==> src/rtl/rx_slot_pkg.sv <==
`timescale 1ns/1ps
package rx_slot_pkg;

    // Outcome of a frame write against one slot
    typedef enum logic [1:0] {
        ACT_DROP    = 2'd0,
        ACT_STORE   = 2'd1,
        ACT_HOLD    = 2'd2,
        ACT_REPLACE = 2'd3
    } slot_act_e;

    // Decide what happens to an incoming frame, given the slot state
    // after any same-cycle clear has been applied.
    function automatic slot_act_e pick_action(
        input logic is_tx,
        input logic has_hold,
        input logic vis_busy,
        input logic hold_busy,
        input logic ovr_en
    );
        if (is_tx)
            return ACT_DROP;
        else if (!vis_busy)
            return ACT_STORE;
        else if (has_hold && !hold_busy)
            return ACT_HOLD;
        else if (ovr_en)
            return ACT_REPLACE;
        else
            return ACT_DROP;
    endfunction

endpackage

==> src/rtl/rx_slot_cell.sv <==
`timescale 1ns/1ps
module rx_slot_cell
    import rx_slot_pkg::*;
#(
    parameter int DATA_W = 32
) (
    input  logic              clk,
    input  logic              rst,
    input  logic              wr_hit,
    input  logic [DATA_W-1:0] wr_data,
    input  logic              is_tx,
    input  logic              ovr_en,
    input  logic              clr_hit,
    output logic              fresh,
    output logic              ovr,
    output logic [DATA_W-1:0] vis_data
);

    logic      vis_busy_c;
    slot_act_e act;

    always_comb begin
        vis_busy_c = fresh & ~clr_hit;
        act        = pick_action(is_tx, 1'b0, vis_busy_c, 1'b0, ovr_en);
    end

    always_ff @(posedge clk) begin
        if (rst) begin
            fresh    <= 1'b0;
            ovr      <= 1'b0;
            vis_data <= '0;
        end else begin
            if (clr_hit) begin
                fresh <= 1'b0;
                ovr   <= 1'b0;
            end
            if (wr_hit) begin
                case (act)
                    ACT_STORE: begin
                        vis_data <= wr_data;
                        fresh    <= 1'b1;
                    end
                    ACT_REPLACE: begin
                        vis_data <= wr_data;
                        ovr      <= 1'b1;
                    end
                    default: ;
                endcase
            end
        end
    end

endmodule

==> src/rtl/rx_queue_cell.sv <==
`timescale 1ns/1ps
module rx_queue_cell
    import rx_slot_pkg::*;
#(
    parameter int DATA_W = 32
) (
    input  logic              clk,
    input  logic              rst,
    input  logic              wr_hit,
    input  logic [DATA_W-1:0] wr_data,
    input  logic              is_tx,
    input  logic              ovr_en,
    input  logic              clr_hit,
    output logic              fresh,
    output logic              ovr,
    output logic [DATA_W-1:0] vis_data,
    output logic              hold_valid
);

    logic [DATA_W-1:0] hold_data;
    logic              promote;
    logic              vis_busy_c;
    logic              hold_busy_c;
    slot_act_e         act;

    always_comb begin
        promote     = clr_hit & hold_valid;
        vis_busy_c  = promote | (fresh & ~clr_hit);
        hold_busy_c = hold_valid & ~promote;
        act         = pick_action(is_tx, 1'b1, vis_busy_c, hold_busy_c, ovr_en);
    end

    always_ff @(posedge clk) begin
        if (rst) begin
            fresh      <= 1'b0;
            ovr        <= 1'b0;
            vis_data   <= '0;
            hold_data  <= '0;
            hold_valid <= 1'b0;
        end else begin
            if (clr_hit) begin
                fresh <= 1'b0;
                ovr   <= 1'b0;
            end
            if (promote) begin
                vis_data   <= hold_data;
                fresh      <= 1'b1;
                hold_valid <= 1'b0;
            end
            if (wr_hit) begin
                case (act)
                    ACT_STORE: begin
                        vis_data <= wr_data;
                        fresh    <= 1'b1;
                    end
                    ACT_HOLD: begin
                        hold_data  <= wr_data;
                        hold_valid <= 1'b1;
                    end
                    ACT_REPLACE: begin
                        hold_data  <= wr_data;
                        hold_valid <= 1'b1;
                        ovr        <= 1'b1;
                    end
                    default: ;
                endcase
            end
        end
    end

endmodule

==> src/rtl/rx_slot_store.sv <==
`timescale 1ns/1ps
module rx_slot_store #(
    parameter int NUM_SLOTS = 4,
    parameter int DATA_W    = 32,
    localparam int SLOT_W   = $clog2(NUM_SLOTS)
) (
    input  logic                 clk,
    input  logic                 rst,
    input  logic                 wr_valid,
    input  logic [SLOT_W-1:0]    wr_slot,
    input  logic [DATA_W-1:0]    wr_data,
    input  logic [NUM_SLOTS-1:0] cfg_tx,
    input  logic [NUM_SLOTS-1:0] cfg_ovr_en,
    input  logic                 clr_valid,
    input  logic [SLOT_W-1:0]    clr_slot,
    input  logic [SLOT_W-1:0]    rd_slot,
    output logic [DATA_W-1:0]    rd_data,
    output logic [NUM_SLOTS-1:0] fresh,
    output logic [NUM_SLOTS-1:0] ovr_flag,
    output logic                 hold_valid
);

    localparam int QUEUE_SLOT = NUM_SLOTS - 1;

    logic [NUM_SLOTS-1:0] wr_hit;
    logic [NUM_SLOTS-1:0] clr_hit;
    logic [DATA_W-1:0]    vis_data [NUM_SLOTS];

    for (genvar i = 0; i < NUM_SLOTS; i++) begin : g_slot
        assign wr_hit[i]  = wr_valid  && (wr_slot  == SLOT_W'(i));
        assign clr_hit[i] = clr_valid && (clr_slot == SLOT_W'(i));

        if (i == QUEUE_SLOT) begin : g_queue
            rx_queue_cell #(.DATA_W(DATA_W)) cell_i (
                .clk        (clk),
                .rst        (rst),
                .wr_hit     (wr_hit[i]),
                .wr_data    (wr_data),
                .is_tx      (cfg_tx[i]),
                .ovr_en     (cfg_ovr_en[i]),
                .clr_hit    (clr_hit[i]),
                .fresh      (fresh[i]),
                .ovr        (ovr_flag[i]),
                .vis_data   (vis_data[i]),
                .hold_valid (hold_valid)
            );
        end else begin : g_plain
            rx_slot_cell #(.DATA_W(DATA_W)) cell_i (
                .clk      (clk),
                .rst      (rst),
                .wr_hit   (wr_hit[i]),
                .wr_data  (wr_data),
                .is_tx    (cfg_tx[i]),
                .ovr_en   (cfg_ovr_en[i]),
                .clr_hit  (clr_hit[i]),
                .fresh    (fresh[i]),
                .ovr      (ovr_flag[i]),
                .vis_data (vis_data[i])
            );
        end
    end

    assign rd_data = vis_data[rd_slot];

endmodule

==> config.mk <==
export PLATFORM = sky130hd
export DESIGN_NAME = rx_slot_store
export DESIGN_NICKNAME = d
export VERILOG_FILES = /design/src/rtl/rx_slot_pkg.sv /design/src/rtl/rx_slot_cell.sv /design/src/rtl/rx_queue_cell.sv /design/src/rtl/rx_slot_store.sv
export SDC_FILE = /design/constraint.sdc
export NUM_CORES = 1
export LEC_CHECK = 0
export BUFFER_PORTS_ARGS = -buffer_cell sky130_fd_sc_hd__buf_2
export CORE_UTILIZATION = 60
export DETAILED_ROUTE_END_ITERATION = 16
export PLACE_DENSITY = 0.82
export SYNTH_ARGS = -nofsm -noshare
export SYNTH_HDL_FRONTEND = slang
export SYNTH_SLANG_ARGS = --single-unit
export TNS_END_PERCENT = 100
==> constraint.sdc <==
create_clock -name clk -period 3.25 [get_ports clk]
set_clock_uncertainty 0.05 [all_clocks]
set_input_delay 0.65 -clock clk [delete_from_list [all_inputs] [get_ports clk]]
set_output_delay 0.65 -clock clk [all_outputs]
set_load 0.02 [all_outputs]
==> results.toml <==
[worst_hold_path]
hp-class = "reg -> reg"
min_delay_path_depth = 2

[outcome]
outcome = "finished clean"

[die]
die_h_um = 114
dieArea_um2 = 12900
rows = 40
start_util_pct = 62.0
num_io_pins = 91
die_x_um = 114
core-area_um2 = 12100

[global_routing]
busiest_layer = "met2"
met1_usage_pct = 34.3
grt_pass1_vias = 5824
overflow = 0
grt_pass1_wl_um = 28000
grt_max_degree = 92
antenna_found_initial = 0
groute.usage.overall_pct = 27.8
grt_use_met2_pct = 47.5
met3_usage_pct = 6.27

[setup_path]
crit_type = "in -> out"
crit_path_max_fanout = 20
critPathCaptureType = "output port"
crit_required_ns = 2.55
r2r_cells = 6
crit_path_start_kind = "input pin"
critPathArrivalTime_ns = 2.02

[timing]
holdWs_ns = 0.404
fmax_mhz = 368
relSlewSlack_pct = 55.8
rsz0062_at_grt = "no"
finalHoldViolCount = 0
fin_crit_ns = 2.72
setup_tns_ns = 0
slew_violations = 0
worst_slew_pin_slew_ns = 0.664
setup_viol = 0
min_period_over_period_pct = 83.7

[flow_run]
drv_cap = 0

[cells_and_area]
final_nets = 872
final_cell_mix = "169 x dfxtp_1, 103 x nor2_1, 98 x nand2_1"
layout_commonest_cell = "dfxtp_1"
area.growth.synth_to_final_pct = 13.9
drive_gt1_share_pct = 21.1

[detailed_routing]
drtAntennaViolNets = 0
finalWirelength_um = 16900
dr.pass1.iters = 5
drt-initial-drc-count = 485
num_vias = 5815
routed_via_density = 5.80
drc = 0
wl_per_cell_um = 16.9

[power_and_ir_drop]
p_leak_nw = 3.34
irDropWorstVdd_uv = 366
p_per_area_nw_per_um2 = 518

[synthesis]
synth-compound-area-share_pct = 7.34
synth_edf_count = 0
ys_ff_latch = 169
ys_async_sr_fraction_pct = 0
synth_top_family_by_area = "multiplexers"
yosysWarnings = 0
synth-seq-area-share_pct = 45.2
synth.area.mux_share_pct = 22.5
synth_cell_types = 36
yosys.area_share.xor_xnor_pct = 0
syn_area_per_cell_um2 = 9.74
synthAdderAreaFrac_pct = 0
synthSimpleGateAreaFrac_pct = 19.6
synthFlopType = "dfxtp_1"
syn_nets = 818
synthesis.instances = 768
syn_area_um2 = 7480

[placed_design]
dp_hpwl_um = 10900
gp_congestion = 0.808
port_buffers = 90

[clock_network]
cts.clk_slew.worst_paths_ns = 0.06
clock-sinks = 169
clk_latency_ns = 0.43
cts_root_buffer = "clkbuf_16"
tritoncts = "done"
numCtsBuffers = 17
clockBufferDepth = 2
ctsHoldBuffers = 0
postCtsResizedCells = 0
postCtsSetupBuffers = 0
cts_max_level = 4
cell usage after synthesis, drive strengths merged, types with 2 or more instances:
| master | instances | area share, % |
|---|---|---|
| a31oi | 6 | 0.79 |
| a311oi | 32 | 3.7 |
| nand2b | 66 | 5.5 |
| mux4 | 32 | 9.6 |
| nand2 | 98 | 4.9 |
| dfxtp | 169 | 45 |
| nand3 | 35 | 2.3 |
| nand3b | 2 | 0.20 |
| dlygate4sd1 | 2 | 0.23 |
| mux2i | 96 | 13 |
| inv | 5 | 0.25 |
| o21ai | 3 | 0.20 |
| a21oi | 35 | 2.3 |
| buf | 36 | 3.2 |
| nor3 | 3 | 0.20 |
| clkbuf | 33 | 1.7 |
| nor2 | 103 | 5.2 |
cell type report:
class | instances | area, um^2
flip-flops and latches | 169 | 3380
clock inverters | 10 | 93.8
clock buffers | 21 | 480
inverters | 5 | 18.8
fillers | 880 | 3540
multi-input cells | 523 | 3720
well taps | 168 | 210
repair buffers | 106 | 611
diodes | 1 | 2.50
sequential cells by signal, indices dropped and copies added (netlist names):
name and flops:
g_slot.g_plain.cell_i.vis_data 96, g_slot.g_queue.cell_i.hold_data 32, g_slot.g_queue.cell_i.vis_data 32, g_slot.g_plain.cell_i.fresh 3, g_slot.g_plain.cell_i.ovr 3, g_slot.g_queue.cell_i.fresh 1, g_slot.g_queue.cell_i.hold_valid 1, g_slot.g_queue.cell_i.ovr 1
path summary, 6_finish.rpt:
path	start	endpoint	slack [ns]
setup / recovery	rd_slot[0]	rd_data[16]	0.53
hold / removal	g_slot[2].g_plain.cell_i.vis_data[30]	g_slot[2].g_plain.cell_i.vis_data[30]	0.40
setup reg to reg	g_slot[3].g_queue.cell_i.hold_valid	g_slot[3].g_queue.cell_i.hold_data[17]	1.24
hold reg to reg	g_slot[2].g_plain.cell_i.vis_data[30]	g_slot[2].g_plain.cell_i.vis_data[30]	0.40
critical path: stages:
cell	delay, ns
buf_2	0.49
buf_4	0.36
mux4_2	0.33
buf_2	0.17
logic make-up after synthesis:
| group | after synthesis |
|---|---|
| buffers and inverters | 76 |
| AND/OR/NAND/NOR | 317 |
| AO/OA/AOI/OAI | 78 |
| flip-flops | 169 |
| multiplexers | 128 |
power breakdown:
group / total [mW] / switching (mW) / leakage (nW) / internal [mW]
clock: 1.95 / 0.822 / 0.277 / 1.13
sequential: 2.14 / 0.0242 / 1.37 / 2.11
combinational: 0.327 / 0.193 / 1.69 / 0.134
total: 4.42 / 1.04 / 3.34 / 3.38
metal layers:
layer,vias to the layer above,routed length [um]
met3,24,786
li1,2766,-
met2,178,8470
met1,2847,7440
met4,0,240
met5,-,0
stage by stage:
| step | area [um^2] | utilization (%) | power, mW | instances | setup slack (ns) |
|---|---|---|---|---|---|
| after global placement | 7950 | 65.9 | 2.49 | 971 | 0.619 |
| after global routing | 8520 | 70.6 | 4.56 | 1002 | 0.472 |
| after CTS | 8520 | 70.6 | 4.44 | 1002 | 0.553 |
| after detailed placement | 7950 | 65.9 | 2.51 | 971 | 0.552 |
| after floorplan | 7480 | - | 2.39 | 768 | 0.620 |
| final | 8520 | 70.7 | 4.42 | 1003 | 0.530 |
Note: power is estimated with default switching activity, not from simulation.
